<file path="config.mk">
export PLATFORM = sky130hd
export DESIGN_NAME = scr_fetch_seq
export DESIGN_NICKNAME = d
export VERILOG_FILES = /design/src/rtl/scr_pkg.sv /design/src/rtl/scr_decode.sv /design/src/rtl/scr_budget.sv /design/src/rtl/scr_fetch_seq.sv
export SDC_FILE = /design/constraint.sdc
export NUM_CORES = 1
export LEC_CHECK = 0
export CAP_MARGIN = 10
export CORE_MARGIN = 2
export CORE_UTILIZATION = 50
export DETAILED_ROUTE_END_ITERATION = 7
export DONT_BUFFER_PORTS = 1
export PLACE_DENSITY = 0.68
export SLEW_MARGIN = 20
export SYNTH_ARGS = -nofsm -noshare
export SYNTH_HDL_FRONTEND = slang
export SYNTH_HIERARCHICAL = 1
export SYNTH_SLANG_ARGS = --single-unit
</file>
<file path="constraint.sdc">
create_clock -name clk -period 4.8 [get_ports clk]
set_input_delay 0.72 -clock clk [delete_from_list [all_inputs] [get_ports clk]]
set_output_delay 0.72 -clock clk [all_outputs]
set_load 0.02 [all_outputs]
</file>
<file path="src/rtl/scr_pkg.sv">
package scr_pkg;
  typedef enum logic [2:0] {
    S_IDLE, S_FETCH0, S_FETCH1, S_INDIR, S_DISP, S_HALT
  } seq_st_t;

  typedef enum logic [1:0] {
    C_NONE, C_UDC, C_PHASE, C_STEP
  } halt_cause_t;

  localparam logic [1:0] CLS_BMOVE = 2'd0;
endpackage

</file>
<file path="src/rtl/scr_decode.sv">
module scr_decode
  import scr_pkg::*;
#(
  parameter int AW = 32
) (
  input  logic [31:0]   w0,
  input  logic [31:0]   w1,
  input  logic [AW-1:0] dsa_base,
  output logic          is_bm,
  output logic          mode_ind,
  output logic          mode_tbl,
  output logic [2:0]    want_phase,
  output logic [AW-1:0] tbl_addr
);
  localparam int OFSW = 24;
  logic [AW-1:0] ofs;

  always_comb begin
    is_bm      = (w0[31:30] == CLS_BMOVE);
    mode_ind   = is_bm && w0[29];
    mode_tbl   = is_bm && !w0[29] && w0[28];
    want_phase = w0[26:24];
    ofs        = {{(AW-OFSW){w1[OFSW-1]}}, w1[OFSW-1:0]};
    tbl_addr   = dsa_base + ofs;
  end
endmodule

</file>
<file path="src/rtl/scr_budget.sv">
module scr_budget #(
  parameter int CW = 16
) (
  input  logic          clk,
  input  logic          rst_n,
  input  logic          clr,
  input  logic          inc,
  input  logic [CW-1:0] limit,
  output logic          exhausted
);
  logic [CW-1:0] cnt;

  always_ff @(posedge clk or negedge rst_n) begin
    if (!rst_n)   cnt <= '0;
    else if (clr) cnt <= '0;
    else if (inc) cnt <= cnt + 1'b1;
  end

  assign exhausted = (cnt >= limit);

  // an attempt is only ever taken while budget remains
  p_inc_in_budget_r3: assert property (@(posedge clk) disable iff (!rst_n)
    inc |-> !exhausted);
  // a clear always empties the count
  p_clr_empties_r3: assert property (@(posedge clk) disable iff (!rst_n)
    clr |=> (cnt == '0));
endmodule

</file>
<file path="src/rtl/scr_fetch_seq.sv">
module scr_fetch_seq
  import scr_pkg::*;
#(
  parameter int AW = 32,
  parameter int CW = 16
) (
  input  logic          clk,
  input  logic          rst_n,
  input  logic          start,
  input  logic          stop,
  input  logic [AW-1:0] start_ptr,
  input  logic [AW-1:0] dsa_base,
  input  logic [CW-1:0] insn_limit,
  input  logic          step_en,
  input  logic [2:0]    bus_phase,
  output logic          rd_req_valid,
  input  logic          rd_req_ready,
  output logic [AW-1:0] rd_req_addr,
  input  logic          rd_rsp_valid,
  input  logic [31:0]   rd_rsp_data,
  output logic          disp_valid,
  input  logic          disp_ready,
  output logic [1:0]    disp_class,
  output logic [7:0]    disp_cmd,
  output logic [23:0]   disp_count,
  output logic [AW-1:0] disp_addr,
  output logic [31:0]   disp_aux,
  output logic          busy,
  output logic [AW-1:0] script_ptr,
  output logic          irq_udc,
  output logic          irq_phase,
  output logic          irq_step
);
  localparam logic [AW-1:0] WORD_B = AW'(4);
  localparam logic [AW-1:0] INSN_B = AW'(8);

  seq_st_t       st;
  halt_cause_t   cause;
  logic          issued, req_up, stop_pend, tstep;
  logic [AW-1:0] dsp, op_addr;
  logic [31:0]   w0, w1;
  logic [23:0]   op_cnt;
  logic          is_bm, mode_ind, mode_tbl, exh;
  logic [2:0]    want_phase;
  logic [AW-1:0] tbl_addr;
  logic          rsp_take, req_fire;

  scr_decode #(.AW(AW)) u_dec (
    .w0(w0), .w1(w1), .dsa_base(dsa_base),
    .is_bm(is_bm), .mode_ind(mode_ind), .mode_tbl(mode_tbl),
    .want_phase(want_phase), .tbl_addr(tbl_addr)
  );

  scr_budget #(.CW(CW)) u_budget (
    .clk(clk), .rst_n(rst_n),
    .clr(st == S_IDLE && start),
    .inc(req_fire && st == S_FETCH0),
    .limit(insn_limit),
    .exhausted(exh)
  );

  always_comb begin
    rd_req_valid = 1'b0;
    rd_req_addr  = dsp;
    unique case (st)
      S_FETCH0: rd_req_valid = !issued && (req_up || (!stop_pend && !exh));
      S_FETCH1: begin
        rd_req_valid = !issued;
        rd_req_addr  = dsp + WORD_B;
      end
      S_INDIR: begin
        rd_req_valid = !issued;
        if (mode_ind)   rd_req_addr = w1[AW-1:0];
        else if (tstep) rd_req_addr = tbl_addr + WORD_B;
        else            rd_req_addr = tbl_addr;
      end
      default: ;
    endcase
  end

  assign req_fire   = rd_req_valid && rd_req_ready;
  assign rsp_take   = issued && rd_rsp_valid;
  assign disp_valid = (st == S_DISP);
  assign disp_class = w0[31:30];
  assign disp_cmd   = w0[31:24];
  assign disp_count = op_cnt;
  assign disp_addr  = op_addr;
  assign disp_aux   = w1;
  assign busy       = (st != S_IDLE);
  assign script_ptr = dsp;
  assign irq_udc    = (st == S_HALT) && (cause == C_UDC);
  assign irq_phase  = (st == S_HALT) && (cause == C_PHASE);
  assign irq_step   = (st == S_HALT) && (cause == C_STEP);

  always_ff @(posedge clk or negedge rst_n) begin
    if (!rst_n) begin
      st        <= S_IDLE;
      cause     <= C_NONE;
      issued    <= 1'b0;
      req_up    <= 1'b0;
      stop_pend <= 1'b0;
      tstep     <= 1'b0;
      dsp       <= '0;
      op_addr   <= '0;
      op_cnt    <= '0;
      w0        <= '0;
      w1        <= '0;
    end else begin
      req_up <= rd_req_valid && !rd_req_ready;
      if (stop && st != S_IDLE) stop_pend <= 1'b1;
      if (req_fire) issued <= 1'b1;
      unique case (st)
        S_IDLE: if (start) begin
          st        <= S_FETCH0;
          dsp       <= start_ptr;
          stop_pend <= 1'b0;
        end
        S_FETCH0: begin
          if (!issued && !req_up && stop_pend) begin
            st        <= S_IDLE;
            stop_pend <= 1'b0;
          end else if (!issued && !req_up && exh) begin
            st    <= S_HALT;
            cause <= C_UDC;
          end else if (rsp_take) begin
            issued <= 1'b0;
            if (rd_rsp_data == 32'd0) begin
              dsp <= dsp + WORD_B;
            end else begin
              w0 <= rd_rsp_data;
              st <= S_FETCH1;
            end
          end
        end
        S_FETCH1: if (rsp_take) begin
          issued  <= 1'b0;
          w1      <= rd_rsp_data;
          dsp     <= dsp + INSN_B;
          op_cnt  <= w0[23:0];
          op_addr <= rd_rsp_data[AW-1:0];
          tstep   <= 1'b0;
          if (is_bm && (w0[29] || w0[28])) begin
            st <= S_INDIR;
          end else if (is_bm && want_phase != bus_phase) begin
            st    <= S_HALT;
            cause <= C_PHASE;
          end else begin
            st <= S_DISP;
          end
        end
        S_INDIR: if (rsp_take) begin
          issued <= 1'b0;
          if (mode_tbl && !tstep) begin
            op_cnt <= rd_rsp_data[23:0];
            tstep  <= 1'b1;
          end else begin
            op_addr <= rd_rsp_data[AW-1:0];
            if (want_phase != bus_phase) begin
              st    <= S_HALT;
              cause <= C_PHASE;
            end else begin
              st <= S_DISP;
            end
          end
        end
        S_DISP: if (disp_ready) begin
          if (step_en) begin
            st    <= S_HALT;
            cause <= C_STEP;
          end else begin
            st <= S_FETCH0;
          end
        end
        S_HALT: begin
          st    <= S_IDLE;
          cause <= C_NONE;
        end
        default: st <= S_IDLE;
      endcase
    end
  end

  // a received second word moves the pointer by a full instruction
  p_advance_r1: assert property (@(posedge clk) disable iff (!rst_n)
    (st == S_FETCH1 && rsp_take) |=> (dsp == $past(dsp) + INSN_B));
  // an empty first word moves the pointer by one word only
  p_zero_skip_r2: assert property (@(posedge clk) disable iff (!rst_n)
    (st == S_FETCH0 && rsp_take && rd_rsp_data == 32'd0) |=> (dsp == $past(dsp) + WORD_B));
  // single step follows every accepted dispatch
  p_step_after_disp_r8: assert property (@(posedge clk) disable iff (!rst_n)
    (disp_valid && disp_ready && step_en) |=> irq_step);
  // request held under back-pressure
  p_req_hold_r10: assert property (@(posedge clk) disable iff (!rst_n)
    (rd_req_valid && !rd_req_ready) |=> (rd_req_valid && $stable(rd_req_addr)));
  // dispatch held under back-pressure
  p_disp_hold_r10: assert property (@(posedge clk) disable iff (!rst_n)
    (disp_valid && !disp_ready) |=> (disp_valid && $stable(disp_addr) && $stable(disp_count)
                                     && $stable(disp_cmd)));
  // interrupts exclusive, single-cycle, then idle
  p_irq_onehot_r11: assert property (@(posedge clk) disable iff (!rst_n)
    $onehot0({irq_udc, irq_phase, irq_step}));
  p_irq_to_idle_r11: assert property (@(posedge clk) disable iff (!rst_n)
    (irq_udc || irq_phase || irq_step) |=> (!busy && !irq_udc && !irq_phase && !irq_step));
  // stop never abandons an outstanding read
  p_idle_no_read_r9: assert property (@(posedge clk) disable iff (!rst_n)
    (st == S_IDLE) |-> (!issued && !rd_req_valid));
endmodule

</file>
==> reports/results.tsv <==
stage	metric	value	unit
outcome	status	finished, final reports clean	
grt	grt_max_degree	178	
yosys	netlist_top_cells_count	183 x nand2_1, 177 x dfrtp_1, 126 x nor2_1	
yosys	synth_nets	1678	
clock_tree	ctsLongestPathBuffers	2	
worst_setup_path	cp_slowest_cell	a211o_1	
floorplan	dieHeight	165	µm
worst_setup_path	critPathKind	reg -> out	
floorplan	dieArea	27300	µm²
sta	rsz0062_at_grt	true	
worst_setup_path	cp-end-kind	output port	
clock_tree	clock-sinks	177	
yosys	syn-mean-instance-area	8.67	µm²
sta	tightest_slew	0.939	ns
pwr	combPwrFrac	57.5	%
min_path	hp-class	in -> async	
clock_tree	cts_htree_levels	4	
yosys	ys_ff_latch	177	
sta	fin_skew	0.0185	ns
place	gp_congestion	0.961	
grt	antenna_found_initial	0	
floorplan	die_x	165	µm
yosys	yosys.area.top_type	dfrtp_1	
cells_and_area	antenna_cells	0	
yosys	synth-seq-area-share	34.1	%
routing	final_antenna_net_count	0	
yosys	synth_most_common_cell	nand2_1	
yosys	netlist.area_leader.share	34.1	%
sta	final_min_period_over_clock_period	98.5	%
place	port-buffer-count	0	
pwr	vdd_ir_drop_max	384	µV
yosys	synth_edf_count	0	
clock_tree	clk_pin_slew	0.08	ns
yosys	synth_cell_types	97	
sta	slew_headroom	37.2	%
worst_setup_path	cp.required	4.08	ns
yosys	async_flop_share	100	%
floorplan	core_area	25800	µm²
cells_and_area	nets	1717	
worst_setup_path	cp_data_arrival_time	4.01	ns
routing	drt_iter0_drc	1092	
worst_setup_path	cp_cell_sequence	ha_2, fa_2, a21o_1, a31o_4, a21o_1, a21oi_2, o21bai_1, a21oi_1, xnor2_1, and3_4, nand3_4, buf_6, nor4_4, xnor2_1, o21ai_1, a211o_1	
grt	grt.total_usage	31.2	%
yosys	netlist_instances	1501	
cells_and_area	final_layout_size_suffix_gt1_share	22.0	%
worst_setup_path	ff2ff_setup_slack	0.82	ns
routing	route.detailed.drc	0	
routing	routedWlPerCell	23.1	µm
clock_tree	cts_buffers	17	
sta	drv_slew	0	
sta	setup_ws	0.0738	ns
pwr	power_density	820	nW/µm²
pwr	switchingPower	6.23	mW
pwr	clock_power_share	12.8	%
grt	grt_pass1_wl	65800	µm
grt	grt_overflow	0	
flow_run	cap_violations	0	
sta	hold-worst-slack	0.169	ns
routing	first_pass_iters	5	
worst_setup_path	max_stage_delay	0.42	ns
cells_and_area	area_growth	13.9	%
pwr	p_leak	6.22	nW
yosys	yosys_warnings	6	
yosys	synth_area_leaders	dfrtp_1 34%, mux2_2 8.7%, nand2_1 5.3%	
pwr	p_sw_share	51.3	%
sta	finalSetupViolations	0	
worst_setup_path	worst-path-max-fanout	7	
clock_tree	clk_latency	0.43	ns
place	post-place-ws	-0.148	ns
place	dp_hpwl	32400	µm
cells_and_area	final_util	57.5	%
sta	min_period	4.73	ns
worst_setup_path	start_kind	register	
yosys	yosys_most_used_dff	dfrtp_1	
sta	max_freq	212	MHz
floorplan	num_io_pins	291	
clock_tree	cts_tree	yes	
sta	hold_violations	0	
pwr	internal-power	5.91	mW
clock_tree	clock-root-buffer	clkbuf_16	
floorplan	initial_core_util	50.5	%
grt	grt_pass1_vias	11621	
pwr	seqPwrFrac	29.6	%
floorplan	rows	59	
cells_and_area	fill_cells	2331	
yosys	syn_area	13000	µm²
routing	routed_wl	43600	µm
routing	vias_per_cell	6.41	
routing	vias	12109	
==> timing repair <==
| item | in CTS | in global routing |
|---|---|---|
| pin swaps | 11 | 30 |
| endpoints found under the hold margin | 177 | 104 |
| setup buffers | 2 | 5 |
| setup endpoints to repair | 19 | 20 |
| gates cloned | 0 | 0 |
| gates resized for setup | 17 | 45 |
==> critical path: cells and delay by family, from the launching register on <==
family | cells | cell delay [ns]
simple gates | 3 | 0.63
xor+xnor | 2 | 0.31
fa+ha+maj | 2 | 0.54
compound gates | 8 | 1.56
buf+inv | 1 | 0.16
flops | 1 | 0.39
==> cells by family (layout without fill, tap and decap cells) <==
logic type                 Yosys count  count (layout)  synth area share (%)
and+or+nand+nor                    534             534                  20.8
AOI/OAI and AO/OA                  402             402                  20.1
DFF                                177             177                  34.1
buffers and inverters              149             201                  5.29
muxes                              112             112                  9.61
xor gates and xnor gates            73              73                  4.92
adders and majority gates           54              54                  5.25
==> stage by stage <==
| stage | total power, mW | setup TNS (ns) | instance area [µm²] | instances |
|---|---|---|---|---|
| 2_1_floorplan | 7.98 | 0 | 13000 | 1501 |
| 3_3_place_gp | 10.1 | -0.141 | 13800 | 1847 |
| 3_5_place_dp | 10.2 | -0.550 | 13800 | 1847 |
| 4_1_cts | 11.8 | 0 | 14500 | 1881 |
| 5_1_grt | 12.9 | -0.581 | 14800 | 1888 |
| 6_report | 12.1 | 0 | 14800 | 1888 |
==> registers in the layout, indices dropped and copies added (netlist names) <==
register	cells
disp_addr	32
tstep	1
u_budget/cnt	16
stop_pend	1
script_ptr	32
st	3
w0	32
cause	2
disp_aux	32
issued	1
disp_count	24
req_up	1
==> routing by layer <==
metal | track usage (%) | up-vias | wire length, µm
met5 | 0 | - | 0
met4 | 10.6 | 0 | 1200
met3 | 8.49 | 72 | 4390
met2 | 51.5 | 567 | 20400
met1 | 39.6 | 5895 | 17600
li1 | - | 5575 | -
==> cell type report <==
| cell class | count | area [µm²] | share of cell area (%) |
|---|---|---|---|
| repair buffers | 126 | 1000 | 6.76 |
| multi-input cells | 1175 | 8140 | 55.0 |
| inverters | 43 | 161 | 1.09 |
| flip-flops and latches | 177 | 4430 | 29.9 |
| clock inverters | 15 | 234 | 1.58 |
| well taps | 335 | 419 | 2.83 |
| clock buffers | 17 | 425 | 2.87 |
==> worst paths after layout <==
path	depth (start not counted)	endpoint	startpoint
setup / recovery	16	rd_req_addr[25]	disp_aux[0]$_DFFE_PN0P_
hold / removal	1	disp_addr[28]$_DFFE_PN0P_	rst_n
setup reg to reg	17	u_budget/cnt[15]$_DFFE_PN0P_	u_budget/cnt[0]$_DFFE_PN0P_
hold reg to reg	1	w0[12]$_DFFE_PN0P_	w0[12]$_DFFE_PN0P_
max in group asynchronous	1	disp_aux[1]$_DFFE_PN0P_	rst_n
min in group clk	1	req_up$_DFF_PN0_	rd_req_ready
==> placed cells by master (no fill, tap or decap), types with 38 or more instances in the layout <==
cell     instances
buf_4          120
o21ai_0         95
inv_1           41
nor2_1         124
xor2_1          38
a21oi_1         94
dfrtp_1        176
ha_1            44
mux2_2         101
nand2_1        183
==> power by group through the flow <==
stage          clock, mW  combinational, mW  sequential [mW]
3_5_place_dp           0               6.60             3.60
4_1_cts             1.58               6.69             3.57
5_1_grt             1.64               7.56             3.69
2_1_floorplan          0               4.71             3.27
3_3_place_gp           0               6.50             3.57
6_report            1.56               6.99             3.60
(Power assumes the default switching activity.)
